<file path="src/rtl/tsi_pkg.sv">
package tsi_pkg;
  // three frames of data storage rotate: write, hold, read
  localparam int NBANK = 3;
  typedef logic [1:0] bank_t;

  function automatic bank_t bank_next(bank_t b);
    return (b == bank_t'(NBANK - 1)) ? bank_t'(0) : b + bank_t'(1);
  endfunction

  // bank holding the frame two frames older than the one being written,
  // optionally for the frame that starts after the current one
  function automatic bank_t read_bank(bank_t wr, logic for_next_frame);
    return for_next_frame ? bank_next(bank_next(wr)) : bank_next(wr);
  endfunction

  // frames seen since sync, saturating at two
  function automatic logic [1:0] age_step(logic [1:0] a);
    return (a == 2'd2) ? a : a + 2'd1;
  endfunction
endpackage

</file>
<file path="src/rtl/tsi_frame_timer.sv">
module tsi_frame_timer
  import tsi_pkg::*;
#(
  parameter int NCHAN = 8,
  localparam int CW = $clog2(NCHAN),
  localparam int POSW = CW + 3
) (
  input  logic          clk,
  input  logic          rst_n,
  input  logic          frame_sync,
  output logic          active,
  output logic [CW-1:0] cur_chan,
  output logic [2:0]    cur_bit,
  output bank_t         cur_bank,
  output logic [1:0]    cur_age
);
  logic [POSW-1:0] pos_q, cur_pos;
  logic            locked_q;
  bank_t           bank_q;
  logic [1:0]      age_q;
  logic            frame_end;

  always_comb begin
    cur_pos   = frame_sync ? '0 : pos_q;
    active    = locked_q | frame_sync;
    cur_bank  = locked_q ? bank_q : bank_t'(0);
    cur_age   = locked_q ? age_q : 2'd0;
    cur_bit   = cur_pos[2:0];
    cur_chan  = cur_pos[POSW-1:3];
    frame_end = active && (&cur_pos);
  end

  always_ff @(posedge clk) begin
    if (!rst_n) begin
      pos_q    <= '0;
      locked_q <= 1'b0;
      bank_q   <= bank_t'(0);
      age_q    <= 2'd0;
    end else begin
      pos_q <= cur_pos + POSW'(1);
      if (frame_sync) locked_q <= 1'b1;
      if (frame_end) begin
        bank_q <= bank_next(cur_bank);
        age_q  <= age_step(cur_age);
      end
    end
  end

  // once locked, sync must land where the free-running count wraps
  p_sync_on_boundary_r2: assert property (@(posedge clk) disable iff (!rst_n)
    (locked_q && frame_sync) |-> (pos_q == '0));
endmodule

</file>
<file path="src/rtl/tsi_conn_mem.sv">
module tsi_conn_mem #(
  parameter int NSTREAM = 4,
  parameter int NCHAN = 8,
  localparam int SW = $clog2(NSTREAM),
  localparam int CW = $clog2(NCHAN),
  localparam int SLOTW = SW + CW,
  localparam int SLOTS = NSTREAM * NCHAN
) (
  input  logic                           clk,
  input  logic                           rst_n,
  input  logic                           we,
  input  logic [SLOTW-1:0]               waddr,
  input  logic [SLOTW-1:0]               wdata,
  input  logic [CW-1:0]                  rd_chan,
  output logic [NSTREAM-1:0][SLOTW-1:0]  rd_entry
);
  logic [SLOTW-1:0] map_q [SLOTS];

  always_ff @(posedge clk) begin
    if (!rst_n) begin
      for (int i = 0; i < SLOTS; i++) map_q[i] <= SLOTW'(i);
    end else if (we) begin
      map_q[waddr] <= wdata;
    end
  end

  for (genvar s = 0; s < NSTREAM; s++) begin : g_rd
    assign rd_entry[s] = map_q[{SW'(s), rd_chan}];
  end

  // a written entry holds the written value in the following cycle
  p_map_write_lands_r7: assert property (@(posedge clk) disable iff (!rst_n)
    we |=> (map_q[$past(waddr)] == $past(wdata)));
endmodule

</file>
<file path="src/rtl/tsi_data_mem.sv">
module tsi_data_mem
  import tsi_pkg::*;
#(
  parameter int NSTREAM = 4,
  parameter int NCHAN = 8,
  localparam int SW = $clog2(NSTREAM),
  localparam int CW = $clog2(NCHAN),
  localparam int SLOTW = SW + CW
) (
  input  logic                          clk,
  input  logic                          rst_n,
  input  logic                          wr_en,
  input  bank_t                         wr_bank,
  input  logic [CW-1:0]                 wr_chan,
  input  logic [NSTREAM-1:0][7:0]       wr_data,
  input  bank_t                         rd_bank,
  input  logic [NSTREAM-1:0][SLOTW-1:0] rd_src,
  output logic [NSTREAM-1:0][7:0]       rd_data
);
  logic [7:0] store_q [NBANK][NSTREAM][NCHAN];

  always_ff @(posedge clk) begin
    if (wr_en) begin
      for (int s = 0; s < NSTREAM; s++) store_q[wr_bank][s][wr_chan] <= wr_data[s];
    end
  end

  for (genvar s = 0; s < NSTREAM; s++) begin : g_rd
    logic [SW-1:0] src_stream;
    logic [CW-1:0] src_chan;
    assign src_stream = rd_src[s][SLOTW-1:CW];
    assign src_chan   = rd_src[s][CW-1:0];
    assign rd_data[s] = store_q[rd_bank][src_stream][src_chan];
  end

  // the frame being filled is never the frame being read
  p_no_collision_r4: assert property (@(posedge clk) disable iff (!rst_n)
    wr_en |-> (rd_bank != wr_bank));
endmodule

</file>
<file path="src/rtl/tsi_switch.sv">
module tsi_switch
  import tsi_pkg::*;
#(
  parameter int NSTREAM = 4,
  parameter int NCHAN = 8,
  localparam int SW = $clog2(NSTREAM),
  localparam int CW = $clog2(NCHAN),
  localparam int SLOTW = SW + CW
) (
  input  logic               clk,
  input  logic               rst_n,
  input  logic               frame_sync,
  input  logic [NSTREAM-1:0] ser_in,
  output logic [NSTREAM-1:0] ser_out,
  input  logic               map_we,
  input  logic [SLOTW-1:0]   map_addr,
  input  logic [SLOTW-1:0]   map_wdata
);
  logic                          active;
  logic [CW-1:0]                 cur_chan;
  logic [2:0]                    cur_bit;
  bank_t                         cur_bank;
  logic [1:0]                    cur_age;

  // events brought out for the assertions
  logic                          chan_end;    // last bit of a channel
  logic                          next_is_new; // next channel opens a frame
  logic                          load_valid;  // next channel has data two frames old
  logic [CW-1:0]                 next_chan;
  bank_t                         rd_bank;

  logic [NSTREAM-1:0][7:0]       rx_shift_q;
  logic [NSTREAM-1:0][7:0]       rx_byte;
  logic [NSTREAM-1:0][SLOTW-1:0] src_entry;
  logic [NSTREAM-1:0][7:0]       src_byte;
  logic [NSTREAM-1:0][7:0]       tx_q;

  tsi_frame_timer #(.NCHAN(NCHAN)) u_timer (
    .clk(clk), .rst_n(rst_n), .frame_sync(frame_sync),
    .active(active), .cur_chan(cur_chan), .cur_bit(cur_bit),
    .cur_bank(cur_bank), .cur_age(cur_age)
  );

  always_comb begin
    chan_end    = active && (cur_bit == 3'd7);
    next_is_new = &cur_chan;
    next_chan   = cur_chan + CW'(1);
    rd_bank     = read_bank(cur_bank, next_is_new);
    load_valid  = next_is_new ? (cur_age != 2'd0) : (cur_age == 2'd2);
  end

  for (genvar s = 0; s < NSTREAM; s++) begin : g_line
    assign rx_byte[s] = {rx_shift_q[s][6:0], ser_in[s]};
    assign ser_out[s] = tx_q[s][3'd7 - cur_bit];
  end

  tsi_conn_mem #(.NSTREAM(NSTREAM), .NCHAN(NCHAN)) u_map (
    .clk(clk), .rst_n(rst_n), .we(map_we), .waddr(map_addr), .wdata(map_wdata),
    .rd_chan(next_chan), .rd_entry(src_entry)
  );

  tsi_data_mem #(.NSTREAM(NSTREAM), .NCHAN(NCHAN)) u_store (
    .clk(clk), .rst_n(rst_n), .wr_en(chan_end), .wr_bank(cur_bank),
    .wr_chan(cur_chan), .wr_data(rx_byte), .rd_bank(rd_bank),
    .rd_src(src_entry), .rd_data(src_byte)
  );

  always_ff @(posedge clk) begin
    if (!rst_n) begin
      rx_shift_q <= '0;
      tx_q       <= '0;
    end else begin
      for (int s = 0; s < NSTREAM; s++) rx_shift_q[s] <= rx_byte[s];
      if (chan_end) begin
        for (int s = 0; s < NSTREAM; s++) tx_q[s] <= load_valid ? src_byte[s] : 8'h00;
      end
    end
  end

  // lines stay quiet until two whole frames have been stored
  p_silent_until_primed_r1: assert property (@(posedge clk) disable iff (!rst_n)
    (cur_age != 2'd2) |-> (ser_out == '0));
endmodule

</file>
<file path="config.mk">
export PLATFORM = sky130hd
export DESIGN_NAME = tsi_switch
export DESIGN_NICKNAME = d
export VERILOG_FILES = /design/src/rtl/tsi_pkg.sv /design/src/rtl/tsi_frame_timer.sv /design/src/rtl/tsi_conn_mem.sv /design/src/rtl/tsi_data_mem.sv /design/src/rtl/tsi_switch.sv
export SDC_FILE = /design/constraint.sdc
export NUM_CORES = 2
export LEC_CHECK = 0
export BUFFER_PORTS_ARGS = -buffer_cell sky130_fd_sc_hd__buf_4
export CAP_MARGIN = 0
export CORE_MARGIN = 5
export CORE_UTILIZATION = 25
export DETAILED_ROUTE_END_ITERATION = 6
export MAX_ROUTING_LAYER = met4
export PLACE_DENSITY = 0.42
export SLEW_MARGIN = 40
export SYNTH_ARGS = -nofsm -noshare
export SYNTH_HDL_FRONTEND = slang
export SYNTH_SLANG_ARGS = --single-unit
</file>
<file path="constraint.sdc">
create_clock -name clk -period 4.1 [get_ports clk]
set_input_delay 0.615 -clock clk [delete_from_list [all_inputs] [get_ports clk]]
set_output_delay 0.615 -clock clk [all_outputs]
set_load 0.01 [all_outputs]
</file>
### Word-level counts from Yosys, hierarchy flattened

Memory sizes are Yosys's and may differ from the RTL's.
Cells that the tools add are included.

| word-level totals | value |
|---|---|
| latch bits | 0 |
| register bits after elaboration | 71 |
| RAM bits | 928 |
| memories | 2 |
| ROM bits | 0 |
| input bits | 18 |

Memory list:

| memory | words | bits a word | rd ports | clocked after Yosys merged registers in | wr ports | line | source |
|---|---|---|---|---|---|---|---|
| u_store.store_q | 3 | 256 | 1 | 0 | 1 | tsi_data_mem.sv:20 | `logic [7:0] store_q [NBANK][NSTREAM][NCHAN];` |
| u_map.map_q | 32 | 5 | 4 | 0 | 32 | tsi_conn_mem.sv:17 | `logic [SLOTW-1:0] map_q [SLOTS];` |

| operators by class | value |
|---|---|
| multipliers | 0 |
| equality and inequality tests | 4 |
| reduce and logical (&&, ||, !) cells | 7 |
| bitwise logic cells | 10 |
| shift operators | 0 |
| muxes and demuxes | 55 |
| magnitude comparators | 11 |
| div/mod/pow operators | 0 |
| add/subtract/negate cells | 6 |

Operator list:

| cell | number |
|---|---|
| $mux W64 | 9 |
| $bmux W64 S2 | 4 |
| $mux W8 | 13 |
| $bmux W8 S3 | 4 |
| $demux W8 S3 | 1 |
| $ge A4 B4 Y1 const B | 5 |
| $not A3 Y4 | 5 |
| $bmux W1 S3 | 4 |
| $ge A3 B3 Y1 const B | 4 |
| $mux W2 | 6 |
| $not A2 Y3 | 4 |
| $mux W1 | 11 |
| $mux W5 | 2 |
| $add A2 B1 Y2 const B | 3 |
| $add A6 B1 Y6 const B | 1 |
| $eq A2 B2 Y1 const B | 3 |
| $mux W6 | 1 |
| $reduce_and A6 Y1 | 1 |
| $reduce_or A5 Y1 | 1 |
| $lt A3 B4 Y1 const B | 1 |
| $lt A4 B1 Y1 const B | 1 |
| $add A3 B1 Y3 const B | 1 |
| $eq A3 B3 Y1 const B | 1 |
| $logic_and A1 B1 Y1 | 3 |
| 4 further kinds | 4 |

### Depth between registers and ports, before layout

An unclocked memory read counts as a cell.

| logic depth | value |
|---|---|
| depth after elaboration | 14 |
| mapped depth | 20 |

### Cells and area by module

A second synthesis with hierarchy kept.

| unflattened totals | value |
|---|---|
| cells, all modules | 3,716 |
| area total of the unflattened synthesis | 48,474.0 um^2 |

Modules (own cells, without submodules):

| module | area each (um^2) | cells an instance | times used |
|---|---|---|---|
| tsi_data_mem | 38,096.5 | 2,926 | 1 |
| tsi_conn_mem | 7,601.0 | 507 | 1 |
| tsi_switch | 2,244.7 | 225 | 1 |
| tsi_frame_timer | 531.8 | 58 | 1 |

### Worst setup path before layout

No wires, ideal clock.

| timing path | value |
|---|---|
| kind | input to register |
| start | in frame_sync |
| end | reg tx_q[14] (netlist name) |
| cell stages on the path | 17 |
| data arrival time | 3.927 ns |
| buffers on the path | 7 |
| slack | 0.055 ns |
| required time | 3.983 ns |
| setup time | 0.117 ns |
| cells stage by stage | nor2b_4 > buf_6 > buf_8 > buf_8 > buf_2 > ha_1 > ha_1 > clkbuf_1 > clkbuf_1 > mux4_2 > mux2i_1 > buf_2 > and2_1 > inv_1 > a41o_1 > a21boi_0 > a32o_1 |

| on the way | value |
|---|---|
| cells in the longest elaborated chain, start to end | 11 |

RTL lines:

| item | line | source |
|---|---|---|
| start: declaration | tsi_switch.sv:12 | `input logic frame_sync,` |
| $mux W6 | tsi_frame_timer.sv:24 | `cur_pos = frame_sync ? '0 : pos_q;` |
| $add A3 B1 Y3 / $reduce_and A3 Y1 (equally long branches) | tsi_switch.sv:47, tsi_switch.sv:46 |  |
| $mem_v2 Z32 W5 / $mux W2 (equally long branches) | n/a |  |
| $not A2 Y3 (not written as such) / $mem_v2 Z3 W256 (equally long branches) | n/a |  |
| $bmux W64 S2 | tsi_data_mem.sv:33 | `assign rd_data[s] = store_q[rd_bank][src_stream][src_chan];` |
| $mux W64 (not written as such) (2 in a row) | tsi_data_mem.sv:33 |  |
| $bmux W8 S3 | tsi_data_mem.sv:33 |  |
| $mux W8 (not written as such) (2 in a row) | tsi_data_mem.sv:33 |  |
| $mux W8 | tsi_switch.sv:75 | `for (int s = 0; s < NSTREAM; s++) tx_q[s] <= load_valid ? src_byte[s] : 8'h00;` |
| end signal: assignment | tsi_switch.sv:71 | `tx_q <= '0;` |
| end: declaration | tsi_switch.sv:36 | `logic [NSTREAM-1:0][7:0] tx_q;` |

Parallel ways exist; a longest one is shown, timed or not. The select of a mux whose other input is x is not followed.
A chain may end at the register's enable or synchronous reset.

### Worst setup path in the final report

| timing path | value |
|---|---|
| start | reg u_timer.pos_q[3] |
| end | reg tx_q[22] (netlist name) |

| on the way | value |
|---|---|
| cells in the longest elaborated chain, start to end | 11 |

RTL lines:

| item | line | source |
|---|---|---|
| start: declaration | tsi_frame_timer.sv:17 | `logic [POSW-1:0] pos_q, cur_pos;` |
| start signal: assignment | tsi_frame_timer.sv:40 | `pos_q <= cur_pos + POSW'(1);` |
| $mux W6 * | tsi_frame_timer.sv:24 |  |
| $add A3 B1 Y3 / $reduce_and A3 Y1 (equally long branches) | tsi_switch.sv:47, tsi_switch.sv:46 |  |
| $mem_v2 Z32 W5 / $mux W2 (equally long branches) | n/a |  |
| $not A2 Y3 (not written as such) / $mem_v2 Z3 W256 (equally long branches) | n/a |  |
| $bmux W64 S2 | tsi_data_mem.sv:33 |  |
| $mux W64 (not written as such) (2 in a row) | tsi_data_mem.sv:33 |  |
| $bmux W8 S3 | tsi_data_mem.sv:33 |  |
| $mux W8 (not written as such) (2 in a row) | tsi_data_mem.sv:33 |  |
| $mux W8 * | tsi_switch.sv:75 |  |

Mark *: on every way between the ends. The rest lies on a longest branch, timed or not. The select of a mux whose other input is x is not followed.

==> flow_summary.yaml <==
final_layout:
  fin_area_sq_um: 61200
  ff_latch_area_sq_um: 29300
  nets: 4378
  drive_above_1_share: 0.219
  multiInputGateArea_sq_um: 18800
  fill_cells: 20015
  syn_to_final_growth_pct: 22.9
floorplan:
  rows: 163
  initial_utilization: 0.252
  die_h_microns: 457
  dieArea_sq_um: 208000
  die_width_microns: 457
  core_area_sq_um: 198000
  io_pins: 22
critical_path:
  slowest_delay_ns: 0.63
  required_ns: 4.81
  worstPathCellList: "nor2b_4, ha_2, ha_4, and3b_1, o21ai_4, buf_12, buf_12, a21oi_1, a21oi_1, a211oi_1, or4_1, a21oi_1, a32o_1"
  critPathSlowestCell: "or4_1"
  path_class: "reg -> reg"
  crit_top_cell: "a21oi_1"
  reg2reg_slack_ns: 0.22
  start_kind: "register"
  crit_fanout: 52
  r2r-start: "u_timer.pos_q[3]"
  rr_worst_depth: 13
  arrival_ns: 4.60
  path_buf_inv: 2
  timing.rr.end: "tx_q[22]"
  cp_top_family: "compound AO/OA/AOI/OAI gates"
  end_kind: "register"
global_route:
  grt_pass1_vias: 35929
  antenna_found_initial: 11
  track_usage: 0.192
  grt_pass1_wl_mm: 283
  grt_max_degree: 95
  globalRouteOverflowTotal: 0
power:
  powerDensity_nw_per_um2: 374
  power.share.sequential: 0.491
  pwr-share-clk: 0.446
  peakVddDrop_v: 0.000316
  p_comb_frac: 0.064
  internal-power_w: 0.0176
  swShare: 0.233
  leakage_nw: 21.2
  switchingPower_w: 0.00533
drt:
  ant_nets: 0
  vias: 36516
  wirelength_mm: 201
  routedWlPerCell_microns: 28.3
  viasPerCell: 5.14
  drc: 0
  firstDrtPassIters: 5
  drt_iter0_drc: 3829
synth:
  yosys-top-cells-area: "edfxtp_1 56%, mux2i_1 7.0%, o211ai_1 3.7%"
  synth-xor-area-share: 0.000527
  syn-mean-instance-area_sq_um: 12.4
  synthMuxAreaShare: 0.119
  synthesis.instances: 4026
  ys_seq_area_frac: 0.588
  yosys.area_share.simple: 0.0923
  synth_edf_count: 928
  yosysWarnings: 0
  synth_compound_area_frac: 0.156
  synthAdderAreaFrac: 0.00126
  synth-main-ff-cell: "edfxtp_1"
  synth.net_count: 4049
  synth-seq-cells: 999
  synth_top_family_by_area: "compound AO/OA/AOI/OAI gates"
  yosysTopAreaCell: "edfxtp_1"
  yosysTopAreaCellShare: 0.559
  synth.distinct_cells: 82
  async_flop_share: 0
  syn-cell-area_sq_um: 49800
hold_path:
  min_to: "u_timer.locked_q"
  worstHoldStart: "frame_sync"
  min_path_type: "in -> reg"
  min_path_cells: 2
timing:
  slew_violations: 0
  clock_skew_ns: 0.0617
  slew_headroom: 0.360
  setup_viol: 0
  timing.final.crit_period_ns: 3.88
  fin_crit_sh: 0.947
  hold_violations: 0
  max_freq_mhz: 257
  worst_pin_slew_ns: 0.952
  rsz0062_at_grt: "false"
  whs_ns: 0.150
clock_network:
  cts-root-buf: "clkbuf_16"
  cts_sinks: 999
  clk_pin_slew_ns: 0.07
  cts_buffer_depth: 3
  cts_hold_buf: 0
  htree_levels: 3
  cts_tree: "done"
  numCtsBuffers: 115
  insertion_delay_ns: 0.79
outcome:
  status: "completed"
placement:
  place_congestion: 0.931
  portBuffers: 21
  hpwl_mm: 139
  place_area_sq_um: 57500
job:
  cap_viol_max_count: 0
==> stage by stage <==
step           setup slack (ns)  total power, W  utilization  TNS [ns]  std cells
2_1_floorplan            0.0553          0.0121            -         0       4026
3_3_place_gp             -0.267          0.0129        0.290     -3.12       6876
3_5_place_dp             -0.262          0.0129        0.291     -2.68       6878
4_1_cts                  0.0566          0.0231        0.309         0       7094
5_1_grt                  0.0103          0.0236        0.310         0       7098
6_report                  0.216          0.0229        0.310         0       7101
==> synth_stat cells, types with 47 or more instances <==
library cell	instances
edfxtp_1	928
nand2_1	379
mux2i_1	349
o211ai_1	244
a21oi_1	217
clkbuf_1	206
nand3_1	148
nor2_1	139
and2_1	133
inv_1	121
buf_2	111
o2111ai_1	110
mux2_2	97
o21a_1	89
o21ai_0	87
a32oi_1	73
dfxtp_1	71
or3_1	68
mux4_2	50
a32o_1	47
==> metal layers <==
metal  up-vias  GRT usage  wire length (microns)
met5         -          -                      0
met4         0     0.0626                   6720
met3       285     0.0246                   9450
met2      1105      0.296                  92400
met1     18767      0.262                  92500
li1      16359          -                      -
==> layout by cell type (no fill, tap or decap), types with 12 or more instances in the layout <==
master     instances
nor2b_1           15
o22ai_1           13
buf_4            463
and2_1           132
nor2_1           108
o21ai_0           79
buf_12           106
a32oi_1           73
nand2b_1          15
edfxtp_1         928
mux2_2            94
clkbuf_8          14
o41ai_2           13
a21o_1            30
a221oi_1          12
inv_1            121
and3_1            16
a32o_1            47
nor2_4            28
mux4_2            50
mux2i_1          344
or3_1             68
nand2_1          379
a22oi_1           14
clkbuf_16        116
clkbuf_1          38
nand3_1          148
a211oi_1          12
clkinv_1          19
dfxtp_1           60
o211ai_1         244
nand4_1           14
o21a_1            88
a21oi_1          216
o2111ai_1        110
==> power groups by stage <==
stage | clock network (W) | registers, W | logic (W)
global route | 0.0109 | 0.0112 | 0.00152
finish | 0.0102 | 0.0112 | 0.00146
floorplan | 0 | 0.0114 | 0.000675
detailed placement | 0 | 0.0114 | 0.00144
CTS | 0.0105 | 0.0112 | 0.00145
global placement | 0 | 0.0114 | 0.00144
==> cells by family after synthesis <==
family,Yosys count
compound gates,1063
xor+xnor,3
fa+ha+maj,5
buf+inv,481
flops,999
mux,511
simple gates,964
==> state kept, by name, indices dropped and copies added, names as in the netlist <==
name,count
u_store.store_q,768
u_map.map_q,160
tx_q,32
rx_byte,28
u_timer.pos_q,6
u_timer.age_q,2
u_timer.bank_q,2
u_timer.locked_q,1
==> layout make-up <==
cell class / instances / area share
antenna: 7 / 0.000286
inverter: 121 / 0.00742
sequential: 999 / 0.479
clock inverter: 48 / 0.00731
multi-input combinational: 2546 / 0.307
clock buffer: 168 / 0.0529
timing repair buffer: 572 / 0.0925
tap: 2640 / 0.0539
==> what timing repair did <==
action,4_1_cts,5_1_grt
buffers inserted,0,0
gates resized for setup,0,3
setup endpoints to repair,0,14
==> how the worst max path moves through the flow <==
stage | from | slack (ns) | to | depth (start not counted)
2_1_floorplan | frame_sync | 0.06 | tx_q[14] | 17
3_3_place_gp | frame_sync | -0.27 | tx_q[30] | 16
3_5_place_dp | frame_sync | -0.26 | tx_q[22] | 13
4_1_cts | u_timer.pos_q[3] | 0.06 | tx_q[22] | 12
5_1_grt | u_timer.pos_q[3] | 0.01 | tx_q[21] | 12
6_report | u_timer.pos_q[3] | 0.22 | tx_q[22] | 13
Power figures use the tool's default switching activity.
